[config.mk]
export PLATFORM = sky130hd
export DESIGN_NAME = modem_loop_status
export DESIGN_NICKNAME = d
export VERILOG_FILES = /design/src/rtl/mls_pkg.sv /design/src/rtl/mls_line_map.sv /design/src/rtl/mls_delta_detect.sv /design/src/rtl/modem_loop_status.sv
export SDC_FILE = /design/constraint.sdc
export NUM_CORES = 1
export LEC_CHECK = 0
export ABC_CLOCK_PERIOD_IN_PS = 1200
export BUFFER_PORTS_ARGS = -buffer_cell sky130_fd_sc_hd__clkbuf_2
export CORE_UTILIZATION = 35
export CTS_CLUSTER_DIAMETER = 60
export DETAILED_ROUTE_END_ITERATION = 8
export PLACE_DENSITY_LB_ADDON = 0.25
export SLEW_MARGIN = 20
export SYNTH_ARGS = -nofsm -noshare
export SYNTH_HDL_FRONTEND = slang
export SYNTH_SLANG_ARGS = --single-unit
[constraint.sdc]
create_clock -name clk -period 1.2 [get_ports clk]
set_input_delay 0.24 -clock clk [delete_from_list [all_inputs] [get_ports clk]]
set_output_delay 0.24 -clock clk [all_outputs]
set_load 0.005 [all_outputs]
[src/rtl/mls_pkg.sv]
package mls_pkg;
  localparam int REG_W  = 8;
  localparam int CTL_W  = 5;
  localparam int LINE_N = 4;
  // control bit positions
  localparam int C_DTR  = 0;
  localparam int C_RTS  = 1;
  localparam int C_OUT1 = 2;
  localparam int C_OUT2 = 3;
  localparam int C_LOOP = 4;
  // line index (status bit = index + 4, change bit = index)
  localparam int L_CTS  = 0;
  localparam int L_DSR  = 1;
  localparam int L_RI   = 2;
  localparam int L_DCD  = 3;
  localparam logic SEL_CTL = 1'b0;
  localparam logic SEL_STS = 1'b1;
endpackage

[src/rtl/mls_line_map.sv]
module mls_line_map
  import mls_pkg::*;
#(
  parameter int CW = CTL_W,
  parameter int LN = LINE_N,
  parameter logic [LN-1:0] IDLE_LINES = 4'b1010
) (
  input  logic [CW-1:0] ctl,
  output logic [LN-1:0] lines
);
  logic [LN-1:0] looped;

  always_comb begin
    looped         = '0;
    looped[L_CTS]  = ctl[C_RTS];
    looped[L_DSR]  = ctl[C_DTR];
    looped[L_RI]   = ctl[C_OUT1];
    looped[L_DCD]  = ctl[C_OUT2];
    lines          = ctl[C_LOOP] ? looped : IDLE_LINES;
  end
endmodule

[src/rtl/mls_delta_detect.sv]
module mls_delta_detect
  import mls_pkg::*;
#(
  parameter int LN = LINE_N,
  parameter logic [LN-1:0] FALL_ONLY = 4'b0100
) (
  input  logic [LN-1:0] old_lines,
  input  logic [LN-1:0] new_lines,
  output logic [LN-1:0] events
);
  for (genvar i = 0; i < LN; i++) begin : g_line
    if (FALL_ONLY[i]) begin : g_fall
      assign events[i] = old_lines[i] & ~new_lines[i];
    end else begin : g_any
      assign events[i] = old_lines[i] ^ new_lines[i];
    end
  end
endmodule

[src/rtl/modem_loop_status.sv]
module modem_loop_status
  import mls_pkg::*;
#(
  parameter int DATA_W = REG_W,
  parameter int CW     = CTL_W,
  parameter logic [LINE_N-1:0] IDLE_LINES = 4'b1010
) (
  input  logic              clk,
  input  logic              rst_n,
  input  logic              wr_en,
  input  logic              wr_sel,
  input  logic [DATA_W-1:0] wr_data,
  input  logic              rd_en,
  input  logic              rd_sel,
  output logic [DATA_W-1:0] rd_data,
  output logic              delta_any
);
  localparam int LN  = LINE_N;
  localparam int PAD = DATA_W - CW;

  logic [CW-1:0] ctl_q, ctl_d;
  logic [LN-1:0] delta_q, delta_d;
  logic [LN-1:0] lines_q, lines_d, events;
  logic          ctl_wr, sts_rd, ctl_en, delta_en;
  logic          unused_hi;

  assign unused_hi = ^wr_data[DATA_W-1:CW];

  mls_line_map #(.CW(CW), .LN(LN), .IDLE_LINES(IDLE_LINES)) u_map_cur (
    .ctl(ctl_q), .lines(lines_q)
  );
  mls_line_map #(.CW(CW), .LN(LN), .IDLE_LINES(IDLE_LINES)) u_map_nxt (
    .ctl(ctl_d), .lines(lines_d)
  );
  mls_delta_detect #(.LN(LN), .FALL_ONLY(4'b0100)) u_det (
    .old_lines(lines_q), .new_lines(lines_d), .events(events)
  );

  // next state
  always_comb begin
    ctl_wr   = wr_en && (wr_sel == SEL_CTL);
    sts_rd   = rd_en && (rd_sel == SEL_STS);
    ctl_en   = ctl_wr;
    ctl_d    = ctl_wr ? wr_data[CW-1:0] : ctl_q;
    delta_en = ctl_wr || sts_rd;
    delta_d  = (sts_rd ? '0 : delta_q) | events;
  end

  // registers
  always_ff @(posedge clk or negedge rst_n) begin
    if (!rst_n) begin
      ctl_q <= '0;
    end else if (ctl_en) begin
      ctl_q <= ctl_d;
    end
  end

  always_ff @(posedge clk or negedge rst_n) begin
    if (!rst_n) begin
      delta_q <= '0;
    end else if (delta_en) begin
      delta_q <= delta_d;
    end
  end

  // outputs
  always_comb begin
    if (rd_sel == SEL_STS) rd_data = {lines_q, delta_q};
    else                   rd_data = {{PAD{1'b0}}, ctl_q};
    delta_any = |delta_q;
  end
endmodule

==> results.toml, run 1 <==
[run_status]
outcome = "finished, violations left"
violations = "setup timing"

[critical_path]
ff2ff_path_depth = 4
rr_startpoint = "ctl_q[0]"
timing.rr.end = "delta_q[1]"
reg2reg_slack_ns = 0.11
endpoint_kind = "output pin"
worstSetupPathType = "register to output pin"
cp_data_arrival_time_ns = 1.25
start_kind = "register"
worstPathMaxFanout = 2
critPathRequiredTime_ns = 0.96

[routing]
vias = 461
avgViaCountPerCell = 4.90
wirelength_mm = 1.12
post_drt_wl_per_cell_microns = 11.9
detail-route-antenna-nets = 0
drt_iter0_drc = 7
drt_pre_antenna_iters = 4
drc_errors = 0

[min_path]
holdPathStages = 3
hp-class = "primary input to register"
hold_end = "ctl_q[1]"
hold_start = "wr_data[1]"

[power_and_ir_drop]
p_per_area_nw_per_um2 = 1290
internal-power_uw = 737
swShare_pct = 27.5
power_frac_seq_pct = 39.2
pwr-share-clk_pct = 23.4
p_leak_nw = 0.417
max-vdd-ir-drop_uv = 562
comb_power_share_pct = 37.4
switchingPower_uw = 279
p_total_mw = 1.02

[sta]
hold_viol = 0
worst_slack_ns = -0.294
period_share_pct = 125
min_period_ns = 1.49
worst_pin_slew_ns = 0.240
rsz0062_at_grt = "yes"
clock_skew_ns = 0.00196
slew_viol_final = 0
finalSetupViolations = 9
slew_headroom_pct = 84.0
max_freq_mhz = 669

[job]
max-cap-violations = 0

[yosys]
yosysWarnings = 0
syn_inst = 46
netlist_top_cells_area = "dfrtp_1 (44%), mux2_4 (12%), mux2_2 (6.6%)"
yosysMostFrequentCell = "dfrtp_1"
ys_types = 19
post-synth-top-area-fraction_pct = 43.9
yosysTopAreaCell = "dfrtp_1"
syn_nets = 60
yosysSeqAreaShare_pct = 43.9
ys_async_sr_fraction_pct = 100
netlist_area_sq_um = 513
syn_area_per_cell_sq_um = 11.2
synth_top_cells_by_count = "dfrtp_1 (9), nand2_1 (8), mux2_4 (4)"
ys_seq_elements = 9
synth-edff-count = 0
synth_ff_type = "dfrtp_1"

[cts]
clk_path_buf_depth = 2
h-tree-depth = 1
cts_buffers = 3
path_clk_slew_ns = 0.06
cts_tree = "yes"
clk_latency_ns = 0.26
cts.sinks = 9
cts-root-buf = "clkbuf_4"

[final_layout]
multiInputGateArea_sq_um = 304
drive_gt1_share_pct = 60.8
post-route-util_pct = 59.0
area_growth_pct = 53.4
antennaDiodeCount = 0
regArea_sq_um = 226
finish.net_count = 94
fillers = 109

[placed_design]
gp_congestion = 0.649
io_buffers = 19
place_hpwl_microns = 759

[grt]
overflow = 0
antenna_found_initial = 0
grt_max_degree = 11
grt_first_pass_wirelength_mm = 1.75
grt_pass1_vias = 417
track_usage_pct = 17.3

[floorplan]
start_util_pct = 38.5
die_h_microns = 40.3
io-pin-count = 23
chipWidth_microns = 40.3
rows = 13
floorplan.die_area_sq_um = 1620
core_sq_um = 1330
## how the worst max path moves through the flow
stage	slack (ns)	start	cells past startpoint	to
final	-0.29	delta_q[2]	2	delta_any
after global routing	-0.38	delta_q[1]	2	delta_any
after CTS	-0.30	delta_q[2]	2	delta_any
after detailed placement	-0.02	delta_q[2]	2	delta_any
after global placement	-0.01	delta_q[2]	2	delta_any
after floorplan	0.07	delta_q[2]	1	delta_any
## critical path, cell delays in order (launching register included)
cell and delay [ns]:
dfrtp_1 0.37, or4_1 0.50, clkbuf_2 0.12
## through the flow
stage	std cells	hold WS [ns]	worst slack, ns	setup TNS (ns)	cell area [sq um]
floorplan	46	-0.0556	0.0739	0	513
global placement	82	0.104	-0.0125	-0.0125	641
detailed placement	82	0.111	-0.0152	-0.0152	641
CTS	94	0.201	-0.300	-1.19	774
global route	94	0.217	-0.376	-1.66	787
finish	94	0.203	-0.294	-1.17	787
## state kept, by name (all words and copies together), names as in the netlist
register and count:
delta_q 4, ctl_q 5
## power by group through the flow
| stage | Sequential, mW | Combinational (mW) | Clock, mW |
|---|---|---|---|
| after floorplan | 0.386 | 0.156 | 0 |
| after CTS | 0.398 | 0.365 | 0.246 |
| after global routing | 0.407 | 0.417 | 0.264 |
| after detailed placement | 0.396 | 0.267 | 0 |
| after global placement | 0.394 | 0.263 | 0 |
| final | 0.398 | 0.379 | 0.238 |
## cells in the final DEF (no fill, tap or decap)
cell type      instances
clkbuf_2              16
buf_4                  9
nand2_1                8
dfrtp_1                8
mux2_4                 6
buf_6                  4
a22o_1                 3
clkbuf_4               3
nand2b_4               2
and2_4                 2
and2b_1                2
xnor2_1                2
and3_4                 1
inv_1                  1
a21boi_2               1
mux2_2                 1
o21ai_1                1
or4_1                  1
nor2b_4                1
xor2_1                 1
o21ai_0                1
nand4_1                1
clkbuf_1               1
dfrtp_2                1
dlygate4sd3_1          1
buf_2                  1
## routing by layer
layer | vias up | part of all wire (%) | global-route usage [%]
met4 | 0 | 1.7 | 12.5
met2 | 16 | 52 | 28.6
li1 | 225 | - | -
met1 | 218 | 42 | 18.8
met5 | - | 0 | 0
met3 | 2 | 4.0 | 5.00
## repair_timing
| item | 4_1_cts | 5_1_grt |
|---|---|---|
| buffers inserted | 7 | 1 |
| endpoints found under the setup margin | 9 | 9 |
| resized for setup | 13 | 4 |
| hold buffers | 1 | 0 |
| hold endpoints to repair | 9 | 0 |
## final cells by class
cell class	instances	share of cell area [%]
inverter	1	0.477
multi-input combinational	34	38.6
timing repair buffer	31	26.4
clock buffer	4	3.34
tap	15	2.38
sequential	9	28.8
## kinds of logic after synthesis
group / after synthesis / share of synthesized area [%]
simple gates: 18 / 20.2
flops: 9 / 43.9
mux: 7 / 18.3
compound gates: 6 / 8.54
xor+xnor: 3 / 5.12
buf+inv: 3 / 3.90
Note: power is estimated with default switching activity, not from simulation.
==> inputs of run 2 (changes only) <==
--- a/config.mk
+++ b/config.mk
@@ -11,6 +11,7 @@
 export CTS_CLUSTER_DIAMETER = 60
 export DETAILED_ROUTE_END_ITERATION = 8
 export PLACE_DENSITY_LB_ADDON = 0.25
+export RECOVER_POWER = 100
 export SLEW_MARGIN = 20
 export SYNTH_ARGS = -nofsm -noshare
 export SYNTH_HDL_FRONTEND = slang
==> run 2 against run 1 <==
Net effect: the run still ends with setup timing left; clock skew is 0.00085 ns lower; via count is 3.7% lower; flip-flop and latch count stayed put; setup slack better by 0.0053 ns; critical path depth stayed put; utilization is 1.2 points lower; sequential share of layout area is 0.44 points higher; maximum frequency is 0.36% higher; first-iteration DRC count is 29% lower; register-to-register slack worse by 0.03 ns; sequential power is 2% lower; highest routed layer unchanged.
==> results.toml, run 2 (synthesis results as in run 1) <==
[min_path]
hp-class = "primary input to register"

[final_layout]
post-route-util_pct = 57.8
finish.net_count = 94
largest_reg_flops = 5
antennaDiodeCount = 0
drive_gt1_share_pct = 57.0
layout_common_cells = "clkbuf_2 (15), dfrtp_1 (9), nand2_1 (8)"
mostFrequentLayoutCell = "clkbuf_2"
reg_top3 = "ctl_q (5), delta_q (4)"
area_growth_pct = 50.2
largest-register = "ctl_q"
design_area_sq_um = 771

[floorplan]
core_sq_um = 1330
start_util_pct = 38.5
die_h_microns = 40.3
chipWidth_microns = 40.3
rows = 13
floorplan.die_area_sq_um = 1620
io-pin-count = 23

[critical_path]
start_kind = "register"
worstPathMaxFanout = 2
endpoint_kind = "output pin"
worstSetupPathType = "register to output pin"
critPathRequiredTime_ns = 0.96
cp_data_arrival_time_ns = 1.25

[power_and_ir_drop]
p_per_area_nw_per_um2 = 1290
swShare_pct = 27.1
internal-power_uw = 722
p_total_uw = 991
switchingPower_uw = 269
power_frac_seq_pct = 39.5
pwr-share-clk_pct = 23.6
comb_power_share_pct = 36.9
max-vdd-ir-drop_uv = 559
p_leak_nw = 0.400

[sta]
worst_pin_slew_ns = 0.485
slew_headroom_pct = 67.7
clock_skew_ns = 0.00111
slew_viol_final = 0
hold_viol = 0
period_share_pct = 124
min_period_ns = 1.49
rsz0062_at_grt = "yes"
max_freq_mhz = 672
finalSetupViolations = 9
worst_slack_ns = -0.289

[run_status]
violations = "setup timing"
outcome = "finished, violations left"

[grt]
antenna_found_initial = 0
overflow = 0
grt_max_degree = 11
grt_first_pass_wirelength_mm = 1.75
grt_pass1_vias = 417
track_usage_pct = 17.3

[cts]
clk_latency_ns = 0.26
path_clk_slew_ns = 0.06
cts-root-buf = "clkbuf_4"
h-tree-depth = 1
cts_tree = "yes"
clk_path_buf_depth = 2
cts.sinks = 9
cts_buffers = 3

[placed_design]
place_ws_ns = -0.0152
place_area_sq_um = 641
place_hpwl_microns = 759
io_buffers = 19
gp_congestion = 0.649

[routing]
detail-route-antenna-nets = 0
post_drt_wl_per_cell_microns = 11.7
avgViaCountPerCell = 4.72
vias = 444
drt_pre_antenna_iters = 4
wirelength_mm = 1.10
drt_iter0_drc = 5
drc_errors = 0

[job]
max-cap-violations = 0
-- run 2: path summary, 6_finish.rpt --
path,start,end,slack (ns),depth (start not counted)
max in group asynchronous,rst_n,ctl_q[0],0.42,2
worst min register to register,delta_q[3],delta_q[3],0.55,1
worst min-delay path,wr_data[1],ctl_q[1],0.21,3
min in group asynchronous,rst_n,delta_q[3],0.45,2
worst max-delay path,delta_q[2],delta_any,-0.29,2
worst max register to register,ctl_q[0],delta_q[1],0.08,4
-- run 2: repair_timing --
action,CTS,global route
setup endpoints to repair,9,9
setup buffers,7,1
hold buffers,1,0
resized for setup,13,4
endpoints found under the hold margin,9,0
-- run 2: per-layer routing --
layer	vias to the layer above	part of all wire (%)	track usage, %
met1	206	43	18.8
met5	-	0	0
met4	0	1.7	12.5
met2	12	52	28.6
li1	224	-	-
met3	2	3.2	5.00
-- run 2: stage by stage --
stage          setup TNS, ns  hold WS, ns  instances
3_5_place_dp         -0.0152        0.111         82
3_3_place_gp         -0.0125        0.104         82
4_1_cts                -1.19        0.201         94
5_1_grt                -1.79        0.217         94
6_report               -1.20        0.207         94
2_1_floorplan              0      -0.0556         46
-- run 2: area by class of cell --
class                      count  area, sq um
clock buffer                   4         26.3
fill                         113          563
inverter                       1         3.75
multi-input combinational     34          290
sequential                     9          225
tap                           15         18.8
timing repair buffer          31          206
-- run 2: power by group through the flow --
stage | registers, mW | clock network (mW) | logic [mW]
global route | 0.401 | 0.264 | 0.403
detailed placement | 0.396 | 0 | 0.267
floorplan | 0.386 | 0 | 0.156
finish | 0.392 | 0.234 | 0.365
global placement | 0.394 | 0 | 0.263
CTS | 0.398 | 0.246 | 0.365
-- run 2: critical path, cell delays in order, from the launching register on --
cell      delay (ns)
dfrtp_1         0.37
or4_1           0.50
clkbuf_2        0.12
==> inputs of run 3 (changes only) <==
--- a/config.mk
+++ b/config.mk
@@ -7,7 +7,8 @@
 export LEC_CHECK = 0
 export ABC_CLOCK_PERIOD_IN_PS = 1200
 export BUFFER_PORTS_ARGS = -buffer_cell sky130_fd_sc_hd__clkbuf_2
-export CORE_UTILIZATION = 35
+export CORE_ASPECT_RATIO = 1.25
+export CORE_UTILIZATION = 30
 export CTS_CLUSTER_DIAMETER = 60
 export DETAILED_ROUTE_END_ITERATION = 8
 export PLACE_DENSITY_LB_ADDON = 0.25
==> run 3 against run 2 <==
Net effect: the flow still finishes with violations (setup timing); utilization fell by 8.3 points; setup slack got worse by 0.029 ns; sequential share of layout area fell by 0.26 points; worst hold slack improved by 0.0076 ns; critical endpoint unchanged.
==> results.toml, run 3 (synthesis results as in run 1) <==
[placed_design]
place_ws_ns = -0.0269
io_buffers = 19
gp_congestion = 0.692
place_area_sq_um = 644

[routing]
drt_iter0_drc = 7
wirelength_mm = 1.21
drt_pre_antenna_iters = 3
detail-route-antenna-nets = 0
vias = 466
drc_errors = 0
avgViaCountPerCell = 4.71
post_drt_wl_per_cell_microns = 12.2

[min_path]
hold_end = "ctl_q[2]"
hp-class = "primary input to register"
holdPathStages = 2
hold_start = "wr_data[2]"

[final_layout]
mostFrequentLayoutCell = "clkbuf_2"
design_area_sq_um = 782
fillers = 149
drive_gt1_share_pct = 55.6
multiInputGateArea_sq_um = 280
antennaDiodeCount = 0
area_growth_pct = 52.4
finish.net_count = 96
layout_common_cells = "clkbuf_2 (16), nand2_1 (8), dfrtp_1 (8)"
largest-register = "ctl_q"
regArea_sq_um = 226
reg_top3 = "ctl_q (5), delta_q (4)"
largest_reg_flops = 5

[sta]
worst_pin_slew_ns = 0.517
hold_viol = 0
rsz0062_at_grt = "yes"
setup_tns_ns = -1.13
finalSetupViolations = 9
whs_ns = 0.214
worst_slack_ns = -0.318
max_freq_mhz = 659
slew_viol_final = 0
clock_skew_ns = 0.0109
min_period_ns = 1.52
slew_headroom_pct = 65.5
period_share_pct = 126

[grt]
overflow = 0
antenna_found_initial = 0
grt_pass1_vias = 441
grt_first_pass_wirelength_mm = 1.78
track_usage_pct = 14.3
grt_max_degree = 11

[critical_path]
reg2reg_slack_ns = 0.08
worstSetupPathType = "register to output pin"
critPathRequiredTime_ns = 0.96
timing.rr.end = "delta_q[1]"
worstPathMaxFanout = 2
cp_data_arrival_time_ns = 1.28
ff2ff_path_depth = 4
rr_startpoint = "ctl_q[0]"
endpoint_kind = "output pin"
start_kind = "register"

[floorplan]
rows = 16
chipWidth_microns = 39.0
io-pin-count = 23
core_sq_um = 1580
start_util_pct = 32.4
die_h_microns = 48.2
floorplan.die_area_sq_um = 1880

[power_and_ir_drop]
p_leak_nw = 0.409
max-vdd-ir-drop_uv = 512
p_per_area_nw_per_um2 = 1290

[run_status]
outcome = "finished, violations left"
violations = "setup timing"

[cts]
cts_buffers = 3
cts.sinks = 9
h-tree-depth = 1
clk_latency_ns = 0.26
clk_path_buf_depth = 2
cts-root-buf = "clkbuf_4"
path_clk_slew_ns = 0.07
cts_tree = "yes"

[job]
max-cap-violations = 0
-- run 3: layout make-up --
cell class | count | share of cell area, %
Timing Repair Buffer | 33 | 28.3
Clock buffer | 3 | 2.88
Sequential cell | 9 | 29.0
Multi-Input combinational cell | 34 | 35.8
Tap cell | 18 | 2.88
Clock inverter | 1 | 0.640
Inverter | 1 | 0.480
-- run 3: worst max-delay path, cell delays in order, from the launching register on --
cell,delay [ns]
dfrtp_1,0.38
or4_1,0.52
clkbuf_2,0.12
-- run 3: metal layers --
layer | global-route usage, % | up-vias | part of all wire, %
met5 | 0 | - | 0
met4 | 8.28 | 0 | 0
met3 | 2.74 | 0 | 2.4
met2 | 25.3 | 11 | 57
met1 | 16.0 | 228 | 41
li1 | - | 227 | -
-- run 3: report_power, final --
group	internal, mW	leakage (nW)	switching [mW]
Clock	0.123	0.0177	0.109
Sequential	0.354	0.110	0.0389
Combinational	0.251	0.282	0.132
-- run 3: worst max path at each step --
stage	startpoint	end	slack, ns	depth (start not counted)
after global routing	delta_q[0]	delta_any	-0.38	2
after CTS	delta_q[2]	delta_any	-0.32	2
after floorplan	delta_q[2]	delta_any	0.07	1
after global placement	delta_q[2]	delta_any	-0.01	2
final	delta_q[0]	delta_any	-0.32	2
after detailed placement	delta_q[2]	delta_any	-0.03	2
-- run 3: per-stage QoR --
stage,cells,util (%),power [mW]
final,99,49.4,1.01
after global routing,99,49.4,1.08
after CTS,97,49.1,1.01
after detailed placement,85,40.7,0.669
after global placement,85,40.7,0.659
after floorplan,46,-,0.542
-- run 3: repair_timing --
action / CTS / global route
setup endpoints to repair: 9 / 9
setup buffers: 7 / 3
gates resized for setup: 12 / 5
pin swaps: 0 / 1
hold buffers: 1 / 0
endpoints found under the hold margin: 9 / 0
